`src/rtl/svs_pkg.sv`:
```
package svs_pkg;

    localparam int WORD_W       = 32;
    localparam int PIX_W        = 8;
    localparam int PIX_PER_WORD = WORD_W / PIX_W;
    localparam int PCW          = $clog2(PIX_PER_WORD);
    localparam int CLUT_W       = 16;
    localparam int CLUT_DEPTH   = 1 << PIX_W;
    localparam int PH_W         = 6;

    typedef enum logic [2:0] {
        F_IDLE,
        F_COL,
        F_PIX,
        F_CAP,
        F_FULL
    } fetch_st_t;

    typedef enum logic {
        FMT_COMP = 1'b0,
        FMT_VGA  = 1'b1
    } vid_fmt_t;

    typedef struct packed {
        logic [WORD_W-1:0] colour;
        logic [WORD_W-1:0] pixels;
        logic              last;
    } pair_t;

    function automatic logic [CLUT_W-1:0] fmt_word(
        input vid_fmt_t          fmt,
        input logic [CLUT_W-1:0] entry,
        input logic [PH_W-1:0]   phase
    );
        logic [PH_W-1:0] ph_sum;
        ph_sum = entry[CLUT_W-1 -: PH_W] + phase;
        if (fmt == FMT_VGA) return entry;
        return {ph_sum, entry[CLUT_W-PH_W-1:0]};
    endfunction

endpackage

```
`src/rtl/svs_fetch.sv`:
```
module svs_fetch
    import svs_pkg::*;
#(
    parameter int AW = 8
) (
    input  logic              clk,
    input  logic              rst,
    input  logic              start,
    input  logic [AW-1:0]     first_ptr,
    input  logic [AW-1:0]     last_ptr,
    input  logic [WORD_W-1:0] rdata,
    input  logic              take,
    output logic              req,
    output logic [AW-1:0]     addr,
    output logic              full,
    output pair_t             pair
);

    fetch_st_t   st;
    logic [AW-1:0] ptr;
    logic [AW-1:0] stop_ptr;

    always_ff @(posedge clk) begin
        if (rst) begin
            st       <= F_IDLE;
            ptr      <= '0;
            stop_ptr <= '0;
            pair     <= '0;
        end else begin
            case (st)
                F_IDLE: if (start) begin
                    ptr      <= first_ptr;
                    stop_ptr <= last_ptr;
                    st       <= F_COL;
                end
                F_COL: st <= F_PIX;
                F_PIX: begin
                    pair.colour <= rdata;
                    st          <= F_CAP;
                end
                F_CAP: begin
                    pair.pixels <= rdata;
                    pair.last   <= (ptr == stop_ptr);
                    ptr         <= ptr + AW'(2);
                    st          <= F_FULL;
                end
                F_FULL: if (take) st <= pair.last ? F_IDLE : F_COL;
                default: st <= F_IDLE;
            endcase
        end
    end

    assign req  = (st == F_COL) || (st == F_PIX);
    assign addr = (st == F_PIX) ? ptr + AW'(1) : ptr;
    assign full = (st == F_FULL);

endmodule

```
`src/rtl/svs_shift.sv`:
```
module svs_shift
    import svs_pkg::*;
#(
    parameter int SW = 8
) (
    input  logic             clk,
    input  logic             rst,
    input  logic [SW-1:0]    scale,
    input  logic             full,
    input  pair_t            pair,
    output logic             take,
    output logic             active,
    output logic             done,
    output logic [PIX_W-1:0] index
);

    logic [WORD_W-1:0] word;
    logic [PIX_W-1:0]  offset;
    logic [PCW-1:0]    pix_cnt;
    logic [SW-1:0]     rep_cnt;
    logic              last_q;
    logic              rep_end;
    logic              pair_end;

    assign rep_end  = (rep_cnt == scale - SW'(1));
    assign pair_end = active && rep_end && (pix_cnt == PCW'(PIX_PER_WORD - 1));
    assign take     = full && (!active || pair_end);
    assign done     = pair_end && last_q;
    assign index    = word[PIX_W-1:0] + offset;

    always_ff @(posedge clk) begin
        if (rst) begin
            active  <= 1'b0;
            word    <= '0;
            offset  <= '0;
            pix_cnt <= '0;
            rep_cnt <= '0;
            last_q  <= 1'b0;
        end else if (take) begin
            active  <= 1'b1;
            word    <= pair.pixels;
            offset  <= pair.colour[PIX_W-1:0];
            last_q  <= pair.last;
            pix_cnt <= '0;
            rep_cnt <= '0;
        end else if (active) begin
            if (rep_end) begin
                rep_cnt <= '0;
                if (pix_cnt == PCW'(PIX_PER_WORD - 1)) begin
                    active <= 1'b0;
                end else begin
                    pix_cnt <= pix_cnt + PCW'(1);
                    word    <= word >> PIX_W;
                end
            end else begin
                rep_cnt <= rep_cnt + SW'(1);
            end
        end
    end

endmodule

```
`src/rtl/svs_clut.sv`:
```
module svs_clut
    import svs_pkg::*;
(
    input  logic              clk,
    input  logic              we,
    input  logic [PIX_W-1:0]  waddr,
    input  logic [CLUT_W-1:0] wdata,
    input  logic [PIX_W-1:0]  raddr,
    output logic [CLUT_W-1:0] rdata
);

    logic [CLUT_W-1:0] mem [CLUT_DEPTH];

    always_ff @(posedge clk) begin
        if (we) mem[waddr] <= wdata;
    end

    assign rdata = mem[raddr];

endmodule

```
`src/rtl/svs_streamer.sv`:
```
module svs_streamer
    import svs_pkg::*;
#(
    parameter int AW = 8,
    parameter int SW = 8
) (
    input  logic          clk,
    input  logic          rst,
    input  logic          cmd_valid,
    output logic          cmd_ready,
    input  logic [AW-1:0] cmd_begin,
    input  logic [AW-1:0] cmd_end,
    input  logic [SW-1:0] cmd_scale,
    input  logic          cmd_mode,
    output logic          busy,
    output logic          ram_req,
    output logic [AW-1:0] ram_addr,
    input  logic [31:0]   ram_rdata,
    input  logic          clut_we,
    input  logic [7:0]    clut_waddr,
    input  logic [15:0]   clut_wdata,
    input  logic          phase_clr,
    output logic          pix_valid,
    output logic [15:0]   pix_out
);

    logic              accept;
    logic [SW-1:0]     scale_q;
    vid_fmt_t          fmt_q;
    logic [PH_W-1:0]   phase;
    logic              buf_full;
    pair_t             buf_pair;
    logic              take;
    logic              active;
    logic              done;
    logic [PIX_W-1:0]  index;
    logic [CLUT_W-1:0] entry;

    assign cmd_ready = !busy;
    assign accept    = cmd_valid && !busy;

    always_ff @(posedge clk) begin
        if (rst) begin
            busy    <= 1'b0;
            scale_q <= SW'(1);
            fmt_q   <= FMT_COMP;
        end else if (accept) begin
            busy    <= 1'b1;
            scale_q <= cmd_scale;
            fmt_q   <= vid_fmt_t'(cmd_mode);
        end else if (done) begin
            busy    <= 1'b0;
        end
    end

    always_ff @(posedge clk) begin
        if (rst || phase_clr) phase <= '0;
        else if (active)      phase <= phase + PH_W'(1);
    end

    svs_fetch #(.AW(AW)) u_fetch (
        .clk       (clk),
        .rst       (rst),
        .start     (accept),
        .first_ptr (cmd_begin),
        .last_ptr  (cmd_end),
        .rdata     (ram_rdata),
        .take      (take),
        .req       (ram_req),
        .addr      (ram_addr),
        .full      (buf_full),
        .pair      (buf_pair)
    );

    svs_shift #(.SW(SW)) u_shift (
        .clk    (clk),
        .rst    (rst),
        .scale  (scale_q),
        .full   (buf_full),
        .pair   (buf_pair),
        .take   (take),
        .active (active),
        .done   (done),
        .index  (index)
    );

    svs_clut u_clut (
        .clk   (clk),
        .we    (clut_we),
        .waddr (clut_waddr),
        .wdata (clut_wdata),
        .raddr (index),
        .rdata (entry)
    );

    assign pix_valid = active;
    assign pix_out   = active ? fmt_word(fmt_q, entry, phase) : '0;

endmodule

```
`config.mk`:
```
export PLATFORM = sky130hd
export DESIGN_NAME = svs_streamer
export DESIGN_NICKNAME = d
export VERILOG_FILES = /design/src/rtl/svs_pkg.sv /design/src/rtl/svs_fetch.sv /design/src/rtl/svs_shift.sv /design/src/rtl/svs_clut.sv /design/src/rtl/svs_streamer.sv
export SDC_FILE = /design/constraint.sdc
export NUM_CORES = 2
export LEC_CHECK = 0
export ABC_CLOCK_PERIOD_IN_PS = 11400
export CORE_MARGIN = 2
export CORE_UTILIZATION = 50
export CTS_CLUSTER_SIZE = 8
export DETAILED_ROUTE_END_ITERATION = 7
export PLACE_DENSITY = 0.65
export SYNTH_ARGS = -nofsm -noshare
export SYNTH_HDL_FRONTEND = slang
export SYNTH_SLANG_ARGS = --single-unit
export TNS_END_PERCENT = 30
```
`constraint.sdc`:
```
create_clock -name clk -period 11.4 [get_ports clk]
set_input_delay 2.28 -clock clk [delete_from_list [all_inputs] [get_ports clk]]
set_output_delay 2.28 -clock clk [all_outputs]
set_load 0.01 [all_outputs]
```
==> impl_metrics.env <==
export IMPL_gp_congestion=0.870
export IMPL_finalHoldViolCount=0
export IMPL_synth_top_area_frac=0.753
export IMPL_leakage_uw=0.0590
export IMPL_clockRootBuffer="clkbuf_16"
export IMPL_synth_compound_area_frac=0.0101
export IMPL_cp_end_kind="primary output"
export IMPL_skew_ns=0.0428
export IMPL_hold_slack_ns=0.456
export IMPL_drv_cap=0
export IMPL_synth_adder_area_share=0.00162
export IMPL_fp_dieH_um=576
export IMPL_final_period_utilization=0.957
export IMPL_reg2reg_slack_ns=8.01
export IMPL_fin_setup_tns_ns=0
export IMPL_p_comb_frac=0.041
export IMPL_num_rows=209
export IMPL_hold_class="flip-flop to flip-flop"
export IMPL_violations="slew limit"
export IMPL_cp_max_fo=58
export IMPL_fmax_ghz=0.0916
export IMPL_seq_power_share=0.499
export IMPL_insertion_delay_ns=1.05
export IMPL_ant_nets=0
export IMPL_worst_slew_pin_slew_ns=1.58
export IMPL_post_route_min_period_ns=10.92
export IMPL_syn_area_mm2=0.163
export IMPL_clockBufferDepth=4
export IMPL_outcome="complete, but fails checks"
export IMPL_postSynthAreaPerCell_um2=22.3
export IMPL_grt_max_degree=178
export IMPL_viasPerCell=6.49
export IMPL_cp_start_kind="flip-flop"
export IMPL_async_flop_share=0
export IMPL_synth_cell_types=69
export IMPL_syn_to_final_growth_pct=15.0
export IMPL_drv_slew=44
export IMPL_synth_top_family_by_area="multiplexers"
export IMPL_cts_resized=0
export IMPL_drt_iter0_drc=11800
export IMPL_num_vias=80700
export IMPL_wl_per_cell_um=34.5
export IMPL_yosys_area_share_simple=0.0258
export IMPL_r2r_end="u_shift.word[2]$_SDFFE_PP0P_"
export IMPL_power_density_mw_per_mm2=183
export IMPL_io_buffer_count=113
export IMPL_swShare=0.211
export IMPL_clockPowerShare=0.460
export IMPL_post_route_drc_count=0
export IMPL_holdPathStages=2
export IMPL_gr_usage_all_layers=0.259
export IMPL_core_area_mm2=0.325
export IMPL_first_global_vias=81600
export IMPL_grt_pass1_wl_mm=611
export IMPL_yosys_area_top_type="edfxtp_1"
export IMPL_num_nets_final=8124
export IMPL_synth_warnings=0
export IMPL_io_pins=114
export IMPL_cts_tree="yes"
export IMPL_drive_gt1_frac=0.303
export IMPL_synth_seq_cells=4224
export IMPL_slew_headroom=-0.0546
export IMPL_hold_path_startpoint="u_fetch.pair[5]$_SDFFE_PP0P_"
export IMPL_hold_path_end="u_fetch.pair[5]$_SDFFE_PP0P_"
export IMPL_yosys_top_cells_area="edfxtp_1 75%, mux4_2 17%, dfxtp_1 1.6%"
export IMPL_setup_viol=0
export IMPL_synth_ff_type="edfxtp_1"
export IMPL_cts_made_buffers=599
export IMPL_die_area_mm2=0.331
export IMPL_firstDrtPassIters=7
export IMPL_yosys_area_share_xor_xnor=0.00263
export IMPL_reg2reg_depth=12
export IMPL_htreeDepth=6
export IMPL_antenna_found_initial=15
export IMPL_post_cts_buffers=0
export IMPL_p_sw_uw=7240
export IMPL_hpwl_mm=243
export IMPL_rsz0062_at_grt="no"
export IMPL_clock_sinks=4224
export IMPL_peakVddDrop_mv=0.156
export IMPL_internal_power_uw=27100
export IMPL_postCtsHoldBufs=0
export IMPL_finalWirelength_mm=429
export IMPL_path_clk_slew_ns=0.05
export IMPL_muxShareOfSynthArea=0.178
export IMPL_worst_ep_arrival_time_ns=8.64
export IMPL_cp_data_required_time_ns=9.12
export IMPL_synth_nets=7438
export IMPL_syn_inst=7332
export IMPL_crit_type="flip-flop to primary output"
export IMPL_r2r_start="scale_q[0]$_SDFFE_PP1P_"
export IMPL_synth_seq_area_share=0.769
export IMPL_synth_edf_count=4096
export IMPL_initial_core_util=0.503
export IMPL_grt_ovfl_total=0
export IMPL_die_w_um=576
export IMPL_startpoint="u_shift.offset[0]$_SDFFE_PP0N_"
==> metrics by stage <==
| stage | util | total power, µW | cell area (µm²) | std cells | setup slack [ns] |
|---|---|---|---|---|---|
| after floorplan | - | 18200 | 163000 | 7332 | 4.33 |
| after global placement | 0.529 | 18800 | 172000 | 11700 | 1.48 |
| after detailed placement | 0.529 | 18800 | 172000 | 11700 | 1.57 |
| after CTS | 0.579 | 34600 | 188000 | 12400 | 0.485 |
| after global routing | 0.579 | 35300 | 188000 | 12400 | 0.395 |
| final | 0.579 | 34400 | 188000 | 12400 | 0.485 |
==> critical path, stage by stage (launching register included) <==
cell             delay, ns
dfxtp_1               0.39
ha_4                  0.17
inv_1                 0.05
fa_4                  1.33
buf_12                0.40
buf_4                 0.42
mux4_2                0.35
mux4_2                0.58
nand2_1               0.11
nand3_1               0.08
a21oi_1               0.71
o31a_1                0.29
nor2_1                0.06
ha_1                  0.33
a21oi_1               0.20
xnor2_1               0.09
nand2b_1              0.07
inv_1                 0.05
or3_1                 0.36
a21oi_1               0.70
clkdlybuf4s50_1       0.69
==> cell usage after synthesis, types with 33 or more instances <==
cell,number
a21oi_1,101
edfxtp_1,4096
nand2_1,383
nor2_1,378
nand3_1,130
dfxtp_1,128
nand4_1,33
clkbuf_1,200
buf_4,47
mux2i_1,77
mux4_2,1253
buf_2,139
==> placed cells by master (no fill, tap or decap), drive strengths merged, types with 33 or more instances in the layout <==
master,Yosys,final
edfxtp,4096,4096
mux2i,77,77
a21oi,101,101
nand4,33,33
nand3,130,130
mux4,1253,1253
inv,19,35
clkinv,0,33
dfxtp,128,128
buf,232,414
nor2,378,378
nand2,383,383
clkdlybuf4s50,0,96
clkbuf,200,654
==> worst max path at each step <==
stage / endpoint / slack (ns)
after CTS: pix_out[15] / 0.48
after global placement: pix_out[15] / 1.48
after detailed placement: pix_out[15] / 1.57
final: pix_out[15] / 0.48
after global routing: pix_out[15] / 0.39
after floorplan: pix_out[15] / 4.33
==> logic make-up (layout without fill, tap and decap cells) <==
family                     after synthesis  in the layout
buffers and inverters                  451           1234
muxes                                 1333           1333
DFF                                   4224           4224
xor gates and xnor gates                49             49
other                                    0              8
AOI/OAI and AO/OA                      250            250
adders and majority gates               20             20
and+or+nand+nor                       1005           1005
==> registers in the layout, indices dropped and copies added (netlist names), 2 cells and up <==
register / flops
u_fetch.ptr: 8
u_shift.offset: 8
u_fetch.pair: 41
scale_q: 8
u_shift.word: 32
u_fetch.stop_ptr: 8
u_clut.mem: 4096
u_fetch.st: 3
u_shift.pix_cnt: 2
phase: 6
u_shift.rep_cnt: 8
==> area by class of cell <==
type | instances | area [µm²]
sequential | 4224 | 126000
inverter | 19 | 71.3
antenna | 8 | 20.0
clock buffer | 647 | 15300
clock inverter | 51 | 1010
fill | 22800 | 137000
tap | 4325 | 5410
multi-input combinational | 2657 | 36000
timing repair buffer | 517 | 4500
==> power by group through the flow <==
stage	Clock [µW]	Combinational [µW]	Sequential (µW)
global placement	0	1390	17400
CTS	16000	1430	17100
floorplan	0	746	17400
detailed placement	0	1420	17400
finish	15800	1420	17100
global route	16600	1500	17100
==> per-layer routing <==
layer | GRT usage | wire (µm) | vias up
met4 | 0.0790 | 13100 | 4
met5 | 0 | 24 | -
met3 | 0.0571 | 43300 | 641
met1 | 0.372 | 169000 | 43600
met2 | 0.400 | 203000 | 4582
li1 | - | - | 31900
(Power assumes the default switching activity.)
